[config.mk]
export PLATFORM = sky130hd
export DESIGN_NAME = irq_pair_ctrl
export DESIGN_NICKNAME = d
export VERILOG_FILES = /design/src/rtl/irqr_pkg.sv /design/src/rtl/irqr_pin_sync.sv /design/src/rtl/irqr_event_flags.sv /design/src/rtl/irqr_out_drive.sv /design/src/rtl/irq_pair_ctrl.sv
export SDC_FILE = /design/constraint.sdc
export NUM_CORES = 1
export LEC_CHECK = 0
export ABC_AREA = 1
export BUFFER_PORTS_ARGS = -buffer_cell sky130_fd_sc_hd__buf_2
export CAP_MARGIN = 20
export CORE_MARGIN = 5
export CORE_UTILIZATION = 53
export CTS_CLUSTER_SIZE = 25
export DETAILED_ROUTE_END_ITERATION = 8
export PLACE_DENSITY = 0.78
export RECOVER_POWER = 100
export SLEW_MARGIN = 20
export SYNTH_ARGS = -nofsm -noshare
export SYNTH_HDL_FRONTEND = slang
export SYNTH_HIERARCHICAL = 1
export SYNTH_SLANG_ARGS = --single-unit
[constraint.sdc]
create_clock -name clk -period 1.3 [get_ports clk]
set_input_delay 0.065 -clock clk [delete_from_list [all_inputs] [get_ports clk]]
set_output_delay 0.065 -clock clk [all_outputs]
set_load 0.02 [all_outputs]
[src/rtl/irqr_pkg.sv]
package irqr_pkg;
  localparam int NUM_SRC  = 6;
  localparam int NUM_PIN  = 3;
  localparam int NUM_EVT  = NUM_SRC - NUM_PIN;
  // status bit positions (software decodes these)
  localparam int SRC_CART  = 0;
  localparam int SRC_KBD   = 1;
  localparam int SRC_SER   = 2;
  localparam int SRC_VBORD = 3;
  localparam int SRC_HBORD = 4;
  localparam int SRC_TMR   = 5;
  localparam int NUM_OUT   = 2;
  typedef enum logic {SEL_NORM = 1'b0, SEL_FAST = 1'b1} reg_sel_e;
endpackage

[src/rtl/irqr_pin_sync.sv]
module irqr_pin_sync #(
  parameter int WIDTH  = 3,
  parameter int STAGES = 2
) (
  input  logic             clk,
  input  logic             rst_n,
  input  logic [WIDTH-1:0] pin_n,
  output logic [WIDTH-1:0] active
);
  logic [WIDTH-1:0] stage_q [STAGES];
  logic [WIDTH-1:0] stage_d [STAGES];

  always_comb begin
    stage_d[0] = ~pin_n;
    for (int s = 1; s < STAGES; s++) stage_d[s] = stage_q[s-1];
  end

  generate
    for (genvar g = 0; g < STAGES; g++) begin : g_stage
      always_ff @(posedge clk or negedge rst_n) begin
        if (!rst_n) stage_q[g] <= '0;
        else        stage_q[g] <= stage_d[g];
      end
    end
  endgenerate

  assign active = stage_q[STAGES-1];
endmodule

[src/rtl/irqr_event_flags.sv]
module irqr_event_flags #(
  parameter int WIDTH = 3
) (
  input  logic             clk,
  input  logic             rst_n,
  input  logic [WIDTH-1:0] stb,
  input  logic [WIDTH-1:0] clr,
  output logic [WIDTH-1:0] flag
);
  logic [WIDTH-1:0] flag_q, flag_d;

  always_comb begin
    // a fresh event wins over a clear in the same cycle
    flag_d = (flag_q & ~clr) | stb;
  end

  always_ff @(posedge clk or negedge rst_n) begin
    if (!rst_n) flag_q <= '0;
    else        flag_q <= flag_d;
  end

  assign flag = flag_q;

  generate
    for (genvar g = 0; g < WIDTH; g++) begin : g_chk
      assert_set_wins_R7: assert property (@(posedge clk) disable iff (!rst_n)
        stb[g] |=> flag[g]);
      assert_flag_hold_R6: assert property (@(posedge clk) disable iff (!rst_n)
        (flag[g] && !clr[g]) |=> flag[g]);
    end
  endgenerate
endmodule

[src/rtl/irqr_out_drive.sv]
module irqr_out_drive #(
  parameter int WIDTH = 8
) (
  input  logic             clk,
  input  logic             rst_n,
  input  logic [WIDTH-1:0] status,
  input  logic [WIDTH-1:0] enable,
  input  logic             master,
  output logic             line_n
);
  logic line_n_q, line_n_d;

  always_comb begin
    line_n_d = ~(master & (|(status & enable)));
  end

  always_ff @(posedge clk or negedge rst_n) begin
    if (!rst_n) line_n_q <= 1'b1;
    else        line_n_q <= line_n_d;
  end

  assign line_n = line_n_q;

  assert_master_gate_R8: assert property (@(posedge clk) disable iff (!rst_n)
    !master |=> line_n);
endmodule

[src/rtl/irq_pair_ctrl.sv]
module irq_pair_ctrl #(
  parameter int DATA_W      = 8,
  parameter int SYNC_STAGES = 2
) (
  input  logic              clk,
  input  logic              rst_n,
  input  logic              cs,
  input  logic              rd,
  input  logic              wr,
  input  logic              addr,
  input  logic [DATA_W-1:0] wdata,
  output logic [DATA_W-1:0] rdata,
  input  logic              irq_master,
  input  logic              firq_master,
  input  logic              cart_n,
  input  logic              kbd_n,
  input  logic              ser_n,
  input  logic              vbord_stb,
  input  logic              hbord_stb,
  input  logic              tmr_stb,
  output logic              irq_n,
  output logic              firq_n
);
  import irqr_pkg::*;

  localparam int PAD_W = DATA_W - NUM_SRC;

  // reset: asserted asynchronously, released on a clock edge
  logic [1:0] rst_pipe_q;
  logic       rst_int_n;
  always_ff @(posedge clk or negedge rst_n) begin
    if (!rst_n) rst_pipe_q <= 2'b00;
    else        rst_pipe_q <= {rst_pipe_q[0], 1'b1};
  end
  assign rst_int_n = rst_pipe_q[1];

  // level sources
  logic [NUM_PIN-1:0] pin_act;
  irqr_pin_sync #(.WIDTH(NUM_PIN), .STAGES(SYNC_STAGES)) u_sync (
    .clk    (clk),
    .rst_n  (rst_int_n),
    .pin_n  ({ser_n, kbd_n, cart_n}),
    .active (pin_act)
  );

  // edge sources
  logic [NUM_EVT-1:0] evt_flag, evt_clr;
  irqr_event_flags #(.WIDTH(NUM_EVT)) u_flags (
    .clk   (clk),
    .rst_n (rst_int_n),
    .stb   ({tmr_stb, hbord_stb, vbord_stb}),
    .clr   (evt_clr),
    .flag  (evt_flag)
  );

  logic [DATA_W-1:0] status;
  assign status = {{PAD_W{1'b0}}, evt_flag, pin_act};

  // enable registers
  logic [DATA_W-1:0] en_q [NUM_OUT];
  logic [DATA_W-1:0] en_d [NUM_OUT];
  logic              wr_fire, rd_fire;
  assign wr_fire = cs & wr;
  assign rd_fire = cs & rd;

  generate
    for (genvar g = 0; g < NUM_OUT; g++) begin : g_en
      always_comb begin
        en_d[g] = en_q[g];
        if (wr_fire && (int'(addr) == g)) en_d[g] = wdata;
      end
      always_ff @(posedge clk or negedge rst_int_n) begin
        if (!rst_int_n) en_q[g] <= '0;
        else            en_q[g] <= en_d[g];
      end
      assert_en_hold_R3: assert property (@(posedge clk) disable iff (!rst_int_n)
        !(wr_fire && (int'(addr) == g)) |=> $stable(en_q[g]));
    end
  endgenerate

  // read path
  logic [DATA_W-1:0] sel_en, rd_view, rdata_q, rdata_d;
  assign sel_en  = (reg_sel_e'(addr) == SEL_FAST) ? en_q[1] : en_q[0];
  assign rd_view = status & sel_en;

  always_comb begin
    rdata_d = rdata_q;
    if (rd_fire) rdata_d = rd_view;
    evt_clr = rd_fire ? rd_view[NUM_PIN +: NUM_EVT] : '0;
  end

  always_ff @(posedge clk or negedge rst_int_n) begin
    if (!rst_int_n) rdata_q <= '0;
    else            rdata_q <= rdata_d;
  end
  assign rdata = rdata_q;

  assert_read_hold_R4: assert property (@(posedge clk) disable iff (!rst_int_n)
    !rd_fire |=> $stable(rdata));
  assert_unused_zero_R2: assert property (@(posedge clk) disable iff (!rst_int_n)
    rdata[DATA_W-1:NUM_SRC] == '0);

  // outputs
  irqr_out_drive #(.WIDTH(DATA_W)) u_irq (
    .clk    (clk),
    .rst_n  (rst_int_n),
    .status (status),
    .enable (en_q[0]),
    .master (irq_master),
    .line_n (irq_n)
  );
  irqr_out_drive #(.WIDTH(DATA_W)) u_firq (
    .clk    (clk),
    .rst_n  (rst_int_n),
    .status (status),
    .enable (en_q[1]),
    .master (firq_master),
    .line_n (firq_n)
  );
endmodule

Word-level counts from Yosys, hierarchy flattened
Index checks and enable logic that the tools add are counted.

word-level totals
  register bits = 37
  bits of input ports = 22
  output and inout port bits = 10
  word-level logic and storage cells = 29

cells by class
  mux-type cells = 2
  bitwise logic cells = 14
  reduce and logical (&&, ||, !) cells = 4

operators by type and width
  kind               count
  $and 6x8->8        3
  $reduce_or 8->1    2
  $mux 8             1
  $not 3->3          2
  $and 1x1->1        4
  $and 3x3->3        1
  $mux 3             1
  $not 1->1          3
  $or 3x3->3         1
  $logic_and 1x1->1  2

Depth between registers and ports, before layout
Gate-level depths: netlist of the first run.

  depth after elaboration = 6
  depth in mapped cells = 9
  gate-level depth less buffers = 8

Hierarchy
Netlist of the first run, hierarchy kept.

modules (own cells, without submodules)
  module            instances  cells an instance  area an instance (um2)  seq. area each (um2)
  irq_pair_ctrl     1          137                1096.1                  600.6
  irqr_out_drive    2          17                 86.3                    26.3
  irqr_pin_sync     1          9                  161.4                   150.1
  irqr_event_flags  1          15                 120.1                   75.1

Least setup slack after synthesis of the first run
No wires, ideal clock.

  path kind = register to register
  start = register u_flags.flag_q[0] (netlist: u_flags/flag[0])
  end = register u_flags.flag_q[0] (netlist: u_flags/flag[0])
  library setup time = 117 ps
  arrival = 693 ps
  required time = 1183 ps
  path slack = 491 ps
  stages on the path, launching flop included = 8
  buffers on the path = 0
  period minus slack after synthesis = 809 ps
  cell sequence = dfrtp_1 -> inv_1 -> nor2_1 -> nand2_1 -> inv_1 -> inv_1 -> nand2_1 -> nand2_1

on the way
  longest elaborated chain between the ends = 5

RTL lines
  element                 RTL line                RTL
  start, declared         irqr_event_flags.sv:10  logic [WIDTH-1:0] flag_q, flag_d;
  start signal, assigned  irqr_event_flags.sv:19  else flag_q <= flag_d;
  $and 6x8->8             irq_pair_ctrl.sv:84     assign rd_view = status & sel_en;
  $mux 3                  irq_pair_ctrl.sv:89     evt_clr = rd_fire ? rd_view[NUM_PIN +: NUM_EVT] : '0;
  via evt_clr[0]          irq_pair_ctrl.sv:47     logic [NUM_EVT-1:0] evt_flag, evt_clr;
  $not 3->3               irqr_event_flags.sv:14  flag_d = (flag_q & ~clr) | stb;
  $and 3x3->3             irqr_event_flags.sv:14
  $or 3x3->3              irqr_event_flags.sv:14
  via u_flags.flag_d[0]   irqr_event_flags.sv:10

The timed path passes the listed nets, and every way through them passes these cells.
A chain may end at the register's enable or synchronous reset.

Final worst setup path of the first run
  start = register u_irq.line_n_q (netlist: u_irq/line_n)
  end = output irq_n

RTL lines
  element                 RTL line              RTL
  start, declared         irqr_out_drive.sv:11  logic line_n_q, line_n_d;
  start signal, assigned  irqr_out_drive.sv:19  else line_n_q <= line_n_d;
  end, declared           irq_pair_ctrl.sv:21   output logic irq_n,

No word-level cell between the ends.

==> metrics.yaml, run 1 <==
timing:
  rsz0062_at_grt: "false"
  setup_ws_ns: 0.147
  setup_tns_ns: 0
  tightest_slew_ns: 0.743
  setup_viol: 0
  fin_crit_ns: 1.15
  timing.fmax_mhz: 867
  relSlewSlack: 0.505
  period_share: 0.887
  finalHoldViolCount: 0
  fin_worst_skew_ns: 0.00418
  slew_violations: 0
routing:
  avgViaCountPerCell: 4.53
  first_pass_iters: 4
  routedWlPerCell_um: 10.9
  routed_wl_mm: 3.04
  final_antenna_net_count: 0
  via_count: 1264
  drc: 0
  drt_iter0_drc: 36
layout:
  final_util: 0.687
  n_antenna_cell: 0
  drive_above_1_share: 0.129
  area_growth_pct: 23.2
  post-route-cell-area_mm2: 0.00191
  fillers: 233
  multi_input_area_um2: 528
  fin_cells: 279
  fin_nets: 269
  regArea_um2: 878
setup_path:
  cp_slowest_cell: "dfstp_2"
  reg2reg_depth: 7
  start_kind: "flip-flop"
  critical_path.max_fanout: 1
  crit_buf_inv: 1
  end_kind: "output port"
  critical-path-max-stage-delay_ns: 0.53
  critPathKind: "flip-flop to output port"
  cp.required_ns: 1.24
  crit_path_cell_trace: "clkbuf_1"
  crit_cells: 1
  arrival_ns: 1.09
  cp_top_family: "flip-flops"
place:
  io_buffer_count: 29
  pre_cts_slack_ns: 0.274
  place_area_mm2: 0.00171
  place.gp.congestion: 0.769
  dpl.hpwl_mm: 2.06
  post-place-cells: 254
cts:
  clock_latency_ns: 0.33
  clkSinkCount: 35
  cts-root-buf: "clkbuf_4"
  post_cts_buffers: 0
  clkSlewWorstSetupHoldPaths_ns: 0.10
  cts_tree: "built"
  htreeDepth: 2
  cts_made_buffers: 5
  clk_path_buf_depth: 2
synthesis:
  synth_area_mm2: 0.00155
  avgSynthCellArea_um2: 7.95
  ys_seq_area_frac: 0.567
  synthTopCellsByArea: "dfrtp_1, nand2_1, inv_1, dfstp_2, nand4_1"
  yosys.area.top_type: "dfrtp_1"
  yosys_warnings: 6
  synth_cell_types: 15
  yosysTopAreaCellShare: 0.533
  ys_ff_latch: 35
  synthCells: 195
run_status:
  outcome: "completed"
power:
  ir_drop_mv: 1.16
  p_per_area_mw_per_mm2: 1210
  power.leakage_uw: 0.00113
floorplanning:
  die_area_mm2: 0.00411
  start_util: 0.557
  dieHeight_um: 64.1
  die_x_um: 64.1
  fp.coreArea_mm2: 0.00278
  ios: 32
  rows: 19
hold_path:
  hold_class: "input pin to asynchronous set/reset pin"
global_route:
  grt_usage: 0.167
  grt_pass1_wl_mm: 5.35
  antenna_found_initial: 0
  grt_remaining_overflow: 0
  grt_pass1_vias: 1244
  grt_max_degree: 20
job:
  maxCapViolations: 0
-- cell usage after synthesis --
cell,instances
inv_2,1
inv_1,26
nand2_2,1
nand4_1,8
nand2_1,94
buf_4,6
nand3_1,1
conb_1,2
nor2_1,10
nand3_2,1
buf_2,1
buf_6,1
o21ai_1,8
dfrtp_1,33
dfstp_2,2
-- cell families after synthesis --
kind of cell           count (synthesis)  share of synthesized area
other                                  2                    0.00484
buffers and inverters                 35                      0.105
AOI/OAI and AO/OA                      8                     0.0258
DFF                                   35                      0.567
and+or+nand+nor                      115                      0.298
-- what timing repair did --
item / 4_1_cts / 5_1_grt
resized for setup: 0 / 0
hold endpoints to repair: 26 / 0
setup endpoints to repair: 0 / 0
hold buffers: 17 / 0
-- through the flow --
stage                     total power (uW)  hold slack, ns
after floorplan                       1620          -0.231
after detailed placement              1750          -0.149
after global placement                1740          -0.149
after CTS                             2340          0.0206
after global routing                  2470          0.0595
final                                 2310          0.0407
-- metal layers --
layer,part of all wire,wire length (um),track usage
met1,0.47,1420,0.219
met2,0.46,1400,0.264
met3,0.060,183,0.0420
met4,0.013,38,0.0701
met5,0,0,0
-- worst paths after layout --
path	startpoint	to	slack, ns
worst max-delay path	u_irq/line_n	irq_n	0.15
worst min-delay path	rst_n	rst_pipe_q[0]	0.04
worst max register to register	en_q[12]	u_flags/flag[1]	0.40
worst min register to register	rst_pipe_q[1]	en_q[11]	0.31
max in group asynchronous	rst_pipe_q[1]	u_flags/flag[1]	0.42
min in group clk	wr	en_q[15]	0.08
-- cells in the final DEF, fill, tap and decap left out --
cell type	synthesis	routed
nand2_1	94	94
inv_1	26	27
dfrtp_1	33	33
o21ai_0	0	8
nor2_1	10	10
buf_2	1	19
nand3_1	1	1
clkbuf_4	0	5
dfstp_2	2	2
conb_1	2	7
clkbuf_1	0	11
nand2_2	1	1
dlygate4sd3_1	0	17
clkinv_2	0	3
nand4_1	8	8
clkbuf_2	0	1
nand3_2	1	1
-- where the power goes --
| part | leakage [uW] | internal (uW) | switching (uW) |
|---|---|---|---|
| clock network | 0.0000347 | 201 | 353 |
| logic | 0.000673 | 171 | 265 |
| registers | 0.000421 | 1230 | 87.5 |
| total | 0.00113 | 1600 | 706 |
-- area by class of cell --
type | count | area share
clock buffers | 5 | 0.0196
clock inverters | 3 | 0.00786
inverters | 27 | 0.0530
multi-input cells | 130 | 0.276
flip-flops and latches | 35 | 0.460
well taps | 31 | 0.0203
repair buffers | 48 | 0.163
-- flip-flops by register name (all words and copies together) (netlist names) --
register / flops
u_flags/flag: 3
u_firq/line_n: 1
u_sync/active: 3
u_irq/line_n: 1
en_q: 16
rdata: 6
rst_pipe_q: 2
u_sync/stage_d: 3
No activity file was read; power rests on OpenSTA's default activity.
==> run 2, diff against run 1 <==
Settings changed: CORE_UTILIZATION 53 to 57, PLACE_DENSITY 0.78 to 0.83.
Clock period 1.3 ns to 1.4 ns, I/O delays scaled along.
==> metrics.yaml, run 2 (synthesis gave the netlist of run 1 again) <==
timing:
  fin_crit_ns: 1.17
  tightest_slew_ns: 0.794
  relSlewSlack: 0.471
  slew_violations: 0
  rsz0062_at_grt: "false"
  finalHoldViolCount: 0
  timing.fmax_mhz: 851
  fin_worst_skew_ns: 0.00837
  period_share: 0.839
  setup_viol: 0
  setup_tns_ns: 0
setup_path:
  critPathKind: "flip-flop to output port"
  cp_slowest_cell: "dfstp_2"
  arrival_ns: 1.10
  cp_top_family: "flip-flops"
  reg2reg_depth: 1
  ff2ff_setup_slack_ns: 0.49
  end_kind: "output port"
  r2r-end: "u_flags/flag[0]"
  critical_path.max_fanout: 1
  cp.required_ns: 1.33
  critical-path-max-stage-delay_ns: 0.53
  start_kind: "flip-flop"
  r2r-start: "rst_pipe_q[1]"
  crit_path_cell_trace: "clkbuf_1"
  crit_buf_inv: 1
layout:
  largest_reg_flops: 16
  largest-register: "en_q"
  n_antenna_cell: 0
  layout_common_cells: "nand2_1, dfrtp_1, inv_1"
  drive_above_1_share: 0.129
  post-route-cell-area_mm2: 0.00192
  fin_nets: 269
  final_util: 0.714
  area_growth_pct: 23.7
  final_common_cell: "nand2_1"
cts:
  clock_latency_ns: 0.35
  clk_path_buf_depth: 2
  clkSlewWorstSetupHoldPaths_ns: 0.11
  htreeDepth: 2
  cts_tree: "built"
  clkSinkCount: 35
  cts-root-buf: "clkbuf_4"
  cts_made_buffers: 5
global_route:
  grt_pass1_wl_mm: 5.35
  grt_remaining_overflow: 0
  antenna_found_initial: 0
  grt_pass1_vias: 1241
  grt_max_degree: 34
  grt_usage: 0.177
power:
  power.leakage_uw: 0.00113
  ir_drop_mv: 1.04
  p_per_area_mw_per_mm2: 1130
hold_path:
  worstHoldStart: "wr"
  whs_path_depth: 3
  hold_class: "input pin to flip-flop"
  holdPathEnd: "en_q[12]"
run_status:
  outcome: "completed"
place:
  place_area_mm2: 0.00170
  io_buffer_count: 29
  place.gp.congestion: 0.799
  dpl.hpwl_mm: 2.05
routing:
  final_antenna_net_count: 0
  routedWlPerCell_um: 11.0
  routed_wl_mm: 3.07
  drt_iter0_drc: 38
  via_count: 1289
  first_pass_iters: 4
  drc: 0
  avgViaCountPerCell: 4.62
floorplanning:
  start_util: 0.577
  rows: 19
  die_area_mm2: 0.00386
  ios: 32
  die_x_um: 62.2
  fp.coreArea_mm2: 0.00269
  dieHeight_um: 62.2
job:
  maxCapViolations: 0
## run 2: cell types whose count changed in the layout (fill, tap and decap cells not counted), sizes merged
cell         change
clkbuf           -2
clkinv           -2
clkinvlp         +2
buf              +1
dlygate4sd3      +1
## run 2: cell type report
| class | instances | area (um^2) |
|---|---|---|
| inverter | 27 | 101 |
| clock inverter | 3 | 20.0 |
| sequential | 35 | 878 |
| tap | 31 | 38.8 |
| clock buffer | 5 | 37.5 |
| timing repair buffer | 48 | 319 |
| multi-input combinational | 130 | 523 |
| fill | 228 | 768 |
## run 2: per-layer routing
metal | vias up | track usage | part of all wire
met2 | 30 | 0.285 | 0.48
met4 | 0 | 0.0705 | 0.017
li1 | 681 | - | -
met5 | - | 0 | 0
met1 | 573 | 0.205 | 0.43
met3 | 5 | 0.0757 | 0.066
## run 2: worst max path at each step
stage / startpoint / end / cells past startpoint
detailed placement: addr / en_q[10] / 5
CTS: u_firq/line_n / firq_n / 1
floorplan: rst_pipe_q[1] / en_q[0] / 0
global placement: addr / en_q[11] / 5
global route: u_firq/line_n / firq_n / 1
finish: u_firq/line_n / firq_n / 1
## run 2: through the flow
stage / setup slack (ns) / hold slack [ns] / power, uW / std cells
floorplan: 0.358 / -0.226 / 1510 / 200
global placement: 0.423 / -0.145 / 1610 / 253
detailed placement: 0.356 / -0.143 / 1630 / 253
CTS: 0.281 / 0.0400 / 2210 / 279
global route: 0.165 / 0.0454 / 2330 / 279
finish: 0.225 / 0.0545 / 2180 / 279
## run 2: power breakdown
part           switching, uW  internal, uW  leakage, uW
registers               82.6          1140     0.000421
clock network            355           191    0.0000272
logic                    246           161     0.000678
total                    683          1490      0.00113
## run 2: repair_timing
item                      CTS  global route
hold buffers               18             0
setup buffers               0             0
resized for setup           0             0
hold endpoints to repair   26             0
